<file path="config.mk">
export PLATFORM = sky130hd
export DESIGN_NAME = wrq_selector
export DESIGN_NICKNAME = d
export VERILOG_FILES = /design/src/rtl/wrq_pkg.sv /design/src/rtl/wrq_fifo.sv /design/src/rtl/wrq_pick.sv /design/src/rtl/wrq_mode.sv /design/src/rtl/wrq_selector.sv
export SDC_FILE = /design/constraint.sdc
export NUM_CORES = 2
export LEC_CHECK = 0
export BUFFER_PORTS_ARGS = -buffer_cell sky130_fd_sc_hd__buf_2
export CAP_MARGIN = 30
export CELL_PAD_IN_SITES_DETAIL_PLACEMENT = 1
export CELL_PAD_IN_SITES_GLOBAL_PLACEMENT = 1
export CORE_MARGIN = 3
export CORE_UTILIZATION = 50
export CTS_CLUSTER_SIZE = 30
export DETAILED_ROUTE_END_ITERATION = 10
export GPL_TIMING_DRIVEN = 0
export PLACE_DENSITY_LB_ADDON = 0.1
export SLEW_MARGIN = 20
export SYNTH_ARGS = -nofsm -noshare
export SYNTH_HDL_FRONTEND = slang
export SYNTH_MEMORY_MAX_BITS = 65536
export SYNTH_SLANG_ARGS = --single-unit
</file>
<file path="constraint.sdc">
create_clock -name clk -period 64.7 [get_ports clk]
set_clock_uncertainty 0.1 [all_clocks]
set_input_delay 3.235 -clock clk [delete_from_list [all_inputs] [get_ports clk]]
set_output_delay 3.235 -clock clk [all_outputs]
set_load 0.03 [all_outputs]
</file>
<file path="src/rtl/wrq_pkg.sv">
package wrq_pkg;
  localparam int WARP_W = 6;
  localparam int TAG_W  = 23;
  localparam int SEQ_W  = 8;

  // One queued instruction: 6 + 23 + 8 = 37 bits
  typedef struct packed {
    logic [WARP_W-1:0] warp;
    logic [TAG_W-1:0]  tag;
    logic [SEQ_W-1:0]  seq;
  } wrq_entry_t;
endpackage

</file>
<file path="src/rtl/wrq_fifo.sv">
module wrq_fifo
  import wrq_pkg::*;
#(
  parameter int DEPTH = 8,
  localparam int PW = $clog2(DEPTH)
) (
  input  logic       clk,
  input  logic       rst_n,
  input  logic       push,
  input  wrq_entry_t din,
  input  logic       pop,
  output wrq_entry_t head,
  output logic       nonempty,
  output logic       full
);
  wrq_entry_t    mem [DEPTH];
  logic [PW-1:0] wr_ptr, rd_ptr;
  logic [PW:0]   count;

  always_ff @(posedge clk) begin
    if (!rst_n) begin
      wr_ptr <= '0;
      rd_ptr <= '0;
      count  <= '0;
    end else begin
      if (push) begin
        mem[wr_ptr] <= din;
        wr_ptr      <= wr_ptr + 1'b1;
      end
      if (pop) rd_ptr <= rd_ptr + 1'b1;
      if (push && !pop)      count <= count + 1'b1;
      else if (pop && !push) count <= count - 1'b1;
    end
  end

  assign head     = mem[rd_ptr];
  assign nonempty = (count != '0);
  assign full     = (count == (PW+1)'(DEPTH));


  no_overflow_chk: assert property (@(posedge clk) disable iff (!rst_n)
    push |-> !full);

  no_underflow_chk: assert property (@(posedge clk) disable iff (!rst_n)
    pop |-> nonempty);
endmodule

</file>
<file path="src/rtl/wrq_pick.sv">
module wrq_pick
  import wrq_pkg::*;
#(
  parameter int NUM_Q = 16,
  localparam int QW = $clog2(NUM_Q)
) (
  input  logic             clk,
  input  logic             rst_n,
  input  logic [NUM_Q-1:0] head_v,
  input  wrq_entry_t       heads [NUM_Q],
  input  logic [SEQ_W-1:0] cur_seq,
  input  logic             mode_warp,
  output logic             any,
  output logic [QW-1:0]    idx
);
  logic [SEQ_W-1:0]  best_age, age_i;
  logic [WARP_W-1:0] best_w;
  logic              take;

  always_comb begin
    any      = 1'b0;
    idx      = '0;
    best_age = '0;
    best_w   = '0;
    age_i    = '0;
    take     = 1'b0;
    for (int i = 0; i < NUM_Q; i++) begin
      age_i = cur_seq - heads[i].seq;
      take  = 1'b0;
      if (head_v[i]) begin
        if (!any)           take = 1'b1;
        else if (mode_warp) take = (heads[i].warp < best_w);
        else                take = (age_i > best_age);
      end
      if (take) begin
        any      = 1'b1;
        idx      = QW'(i);
        best_age = age_i;
        best_w   = heads[i].warp;
      end
    end
  end


  grant_valid_chk: assert property (@(posedge clk) disable iff (!rst_n)
    any |-> head_v[idx]);
endmodule

</file>
<file path="src/rtl/wrq_mode.sv">
module wrq_mode #(
  parameter int WIN_LEN = 1024,
  localparam int CW  = $clog2(WIN_LEN),
  localparam int MCW = $clog2(WIN_LEN + 1)
) (
  input  logic           clk,
  input  logic           rst_n,
  input  logic           acc_valid,
  input  logic           acc_miss,
  input  logic [MCW-1:0] thresh,
  output logic           mode_warp
);
  logic [CW-1:0]  win_cnt;
  logic [MCW-1:0] miss_cnt;
  logic [MCW:0]   total;
  logic           win_end;

  assign win_end = acc_valid && (win_cnt == CW'(WIN_LEN - 1));
  assign total   = {1'b0, miss_cnt} + (MCW+1)'(acc_valid && acc_miss);

  always_ff @(posedge clk) begin
    if (!rst_n) begin
      win_cnt   <= '0;
      miss_cnt  <= '0;
      mode_warp <= 1'b0;
    end else if (win_end) begin
      win_cnt   <= '0;
      miss_cnt  <= '0;
      mode_warp <= (total > {1'b0, thresh});
    end else if (acc_valid) begin
      win_cnt  <= win_cnt + 1'b1;
      miss_cnt <= total[MCW-1:0];
    end
  end


  mode_at_boundary_chk: assert property (@(posedge clk) disable iff (!rst_n)
    !$stable(mode_warp) |-> $past(win_end));
endmodule

</file>
<file path="src/rtl/wrq_selector.sv">
module wrq_selector
  import wrq_pkg::*;
#(
  parameter int NUM_Q   = 16,
  parameter int Q_DEPTH = 8,
  parameter int WIN_LEN = 1024,
  localparam int QW    = $clog2(NUM_Q),
  localparam int THR_W = $clog2(WIN_LEN + 1)
) (
  input  logic              clk,
  input  logic              rst_n,
  input  logic              in_valid,
  output logic              in_ready,
  input  logic [WARP_W-1:0] in_warp,
  input  logic [TAG_W-1:0]  in_tag,
  output logic              out_valid,
  input  logic              out_ready,
  output logic [WARP_W-1:0] out_warp,
  output logic [TAG_W-1:0]  out_tag,
  input  logic              acc_valid,
  input  logic              acc_miss,
  input  logic [THR_W-1:0]  miss_thresh,
  output logic              mode_warp
);
  logic [NUM_Q-1:0] q_push, q_pop, q_nonempty, q_full;
  wrq_entry_t       q_head [NUM_Q];
  wrq_entry_t       new_entry;
  logic [QW-1:0]    in_q, pick_q, sel_q, hold_q;
  logic             pick_any, hold_v;
  logic [SEQ_W-1:0] seq_cnt;

  assign in_q      = in_warp[QW-1:0];
  assign in_ready  = !q_full[in_q];
  assign new_entry = '{warp: in_warp, tag: in_tag, seq: seq_cnt};

  genvar g;
  generate
    for (g = 0; g < NUM_Q; g++) begin : g_queue
      assign q_push[g] = in_valid && in_ready && (in_q == QW'(g));
      assign q_pop[g]  = out_valid && out_ready && (sel_q == QW'(g));
      wrq_fifo #(.DEPTH(Q_DEPTH)) u_fifo (
        .clk      (clk),
        .rst_n    (rst_n),
        .push     (q_push[g]),
        .din      (new_entry),
        .pop      (q_pop[g]),
        .head     (q_head[g]),
        .nonempty (q_nonempty[g]),
        .full     (q_full[g])
      );
    end
  endgenerate

  wrq_pick #(.NUM_Q(NUM_Q)) u_pick (
    .clk       (clk),
    .rst_n     (rst_n),
    .head_v    (q_nonempty),
    .heads     (q_head),
    .cur_seq   (seq_cnt),
    .mode_warp (mode_warp),
    .any       (pick_any),
    .idx       (pick_q)
  );

  wrq_mode #(.WIN_LEN(WIN_LEN)) u_mode (
    .clk       (clk),
    .rst_n     (rst_n),
    .acc_valid (acc_valid),
    .acc_miss  (acc_miss),
    .thresh    (miss_thresh),
    .mode_warp (mode_warp)
  );

  // A stalled offer locks its queue so the payload stays put.
  assign sel_q     = hold_v ? hold_q : pick_q;
  assign out_valid = pick_any;
  assign out_warp  = q_head[sel_q].warp;
  assign out_tag   = q_head[sel_q].tag;

  always_ff @(posedge clk) begin
    if (!rst_n) begin
      hold_v  <= 1'b0;
      hold_q  <= '0;
      seq_cnt <= '0;
    end else begin
      hold_v <= out_valid && !out_ready;
      hold_q <= sel_q;
      if (in_valid && in_ready) seq_cnt <= seq_cnt + 1'b1;
    end
  end


  stall_hold_chk: assert property (@(posedge clk) disable iff (!rst_n)
    out_valid && !out_ready |=> out_valid && $stable(out_warp) && $stable(out_tag));
endmodule

</file>
==> run_results.csv <==
group,metric,value,unit
flow_run,drv_cap,0,
yosys,yosys.area_share.simple,0.0343,
layout,layout_common_cells,"edfxtp_1 (4736), mux4_2 (1182), clkbuf_16 (540), mux2i_1 (515), ha_1 (402)",
worst_setup_path,crit_top_cell,"o21ai_0",
clock_tree,clock_path_buffers,4,
clock_tree,clock_latency,1.07,ns
yosys,synth_nets,11171,
clock_tree,clock_sink_count,4979,
clock_tree,cts_tree,"yes",
detailed_routing,drtIter0Drc,16947,
floorplanning,die_w,648,µm
timing,period_minus_slack,62.92,ns
yosys,synth_cell_types,111,
grt,first_global_vias,117987,
worst_setup_path,critPathSlowestCell,"o31ai_1",
yosys,synthXorXnorAreaFrac,0.0103,
clock_tree,htreeDepth,6,
worst_setup_path,start_kind,"register",
timing,worst_pin_slew,1.21,ns
placement,io_buffers,75,
grt,grtUsageTotal,0.349,
run_status,status,"finished clean",
yosys,async_flop_share,0,
worst_setup_path,required,61.36,ns
layout,fin_cells,17915,
timing,hold_viol,0,
detailed_routing,totalWireLength,732000,µm
yosys,synthTopCellsByArea,"edfxtp_1 (69%), mux4_2 (13%), mux2i_1 (2.7%)",
clock_tree,numCtsBuffers,526,
placement,dp_cells,16856,
yosys,syn_inst,10691,
yosys,synthAdderAreaFrac,0.0275,
worst_setup_path,slowest_delay,0.94,ns
yosys,ys_ff_latch,4979,
clock_tree,clk_pin_slew,0.06,ns
floorplanning,io_pins,78,
layout,fillers,35447,
yosys,syn_avg_cell_area,19.3,µm²
worst_setup_path,end_kind,"primary output",
worst_setup_path,cp_max_fo,10,
layout,layout_commonest_cell,"edfxtp_1",
yosys,syn_area,206000,µm²
yosys,synth_compound_gate_area_share,0.0355,
timing,maxSlewViolCount,0,
detailed_routing,first_pass_iters,7,
grt,antenna_found_initial,111,
yosys,synth_top_flop_cell,"edfxtp_1",
detailed_routing,ant_nets,0,
grt,grt_max_degree,95,
placement,gp_congestion,0.988,
floorplanning,die_y,648,µm
timing,setup_viol,0,
floorplanning,placementRows,235,
layout,drive_gt1_frac,0.263,
floorplanning,start_util,0.502,
yosys,synth_top_area_cell,"edfxtp_1",
placement,hpwl,528000,µm
yosys,yosysWarnings,0,
timing,fin_crit_sh,0.972,
floorplanning,dieArea,420000,µm²
timing,maxSlewHeadroom,0.167,
grt,grt_pass1_wl,994000,µm
detailed_routing,vias,117446,
clock_tree,cts-root-buf,"clkbuf_16",
min_path,hold_class,"register to register",
yosys,synth-seq-area-share,0.714,
layout,synthToLayoutAreaGrowth,16.5,%
grt,grt_overflow_total,0,
timing,fmax,0.0159,GHz
clock_tree,holdBufCountCts,0,
floorplanning,core-area,410000,µm²
detailed_routing,vias_per_cell,6.56,
detailed_routing,drt_drc_violations_left,0,
detailed_routing,wl_per_cell,40.8,µm
layout,nets,12484,
yosys,synth_top_family_by_area,"multiplexers",
worst_setup_path,critical_path_arrival,59.58,ns
yosys,muxShareOfSynthArea,0.165,
yosys,synth_top_area_share,0.691,
yosys,synth_enable_flop_cells,4736,
worst_setup_path,crit_type,"register to primary output",
kinds of logic (layout without fill, tap and decap cells):
group                      after synthesis  in the layout
buffers and inverters                  679           2400
adders and majority gates              434            434
and+or+nand+nor                       1419           1419
AOI/OAI and AO/OA                     1047           1047
muxes                                 1890           1890
other                                    0             52
xor gates and xnor gates               243            243
DFF                                   4979           4979
final cells by class:
type	instances	area [µm²]	area share
Inverter	173	652	0.00272
Multi-Input combinational cell	5033	57400	0.239
Antenna cell	52	130	0.000542
Clock buffer	657	14000	0.0583
Clock inverter	279	2540	0.0106
Timing Repair Buffer	788	9180	0.0382
Tap cell	5451	6820	0.0284
Sequential cell	4979	147000	0.613
Buffer	503	2210	0.00922
per-stage QoR:
stage                     worst slack, ns  area, µm²  hold slack [ns]   util  TNS, ns
final                                1.78     240000            0.392  0.586        0
after global routing              -0.0344     240000            0.430  0.585  -0.0344
after CTS                           0.112     239000            0.394  0.583        0
after detailed placement           -0.685     222000            0.380  0.543    -5.78
after global placement              -8.36     213000            0.375  0.520  -686.73
after floorplan                     19.55     206000            0.354      -        0
path summary, 6_finish.rpt:
check / start / to / slack, ns / depth (start not counted)
min reg2reg: g_queue[7].u_fifo.rd_ptr[1] / g_queue[7].u_fifo.rd_ptr[1] / 0.39 / 2
max reg2reg: register / g_queue[5].u_fifo.count[3] / 6.23 / 211
min: g_queue[7].u_fifo.rd_ptr[1] / g_queue[7].u_fifo.rd_ptr[1] / 0.39 / 2
max: register / out_tag[21] / 1.78 / 208
cell usage after synthesis (31+ instances only):
library cell	number
a211oi_1	135
a21o_1	130
a21oi_1	238
a31oi_1	44
and2_1	34
and3_1	36
buf_1	121
buf_2	52
clkbuf_1	301
dfxtp_1	243
edfxtp_1	4736
fa_1	32
ha_1	402
inv_1	173
mux2_2	156
mux2i_1	548
mux4_2	1182
nand2_1	246
nand2b_1	61
nand3_1	103
nand4_1	67
nor2_1	447
nor2b_1	119
nor3_1	118
nor4_1	63
o211ai_1	51
o21a_1	31
o21ai_0	124
or3_1	35
xnor2_1	127
xor2_1	116
registers in the layout, indices dropped and copies added, names as in the netlist, named ones only:
register	flops
u_mode.miss_cnt	11
g_queue.u_fifo.rd_ptr	48
hold_q	4
hold_v	1
u_mode.win_cnt	10
u_mode.mode_warp	1
g_queue.u_fifo.wr_ptr	48
g_queue.u_fifo.count	64
seq_cnt	8
g_queue.u_fifo.mem	4736
critical path: cells and delay by family (launching register included):
kind	cells	cell delay (ns)
AOI/OAI and AO/OA	98	26.52
muxes	3	1.31
and+or+nand+nor	47	9.29
adders and majority gates	16	5.37
buffers and inverters	43	14.90
DFF	1	0.31
xor gates and xnor gates	1	0.44
metal layers:
layer | wire length (µm) | part of all wire | GRT usage | vias to the layer above
met5 | 253 | 0.00035 | 0 | -
met4 | 40600 | 0.055 | 0.166 | 38
met3 | 73600 | 0.10 | 0.0769 | 1326
met2 | 329000 | 0.45 | 0.520 | 6353
met1 | 288000 | 0.39 | 0.492 | 63143
li1 | - | - | - | 46586
what timing repair did:
action | in CTS | in global routing
setup endpoints to repair | 29 | 29
pin swaps | 1 | 3
gates resized for setup | 18 | 42
setup buffers | 0 | 0
Power is left out: the tool's default activity adds up to more than one toggle a clock period on the data nets, which glitch-free logic cannot reach.
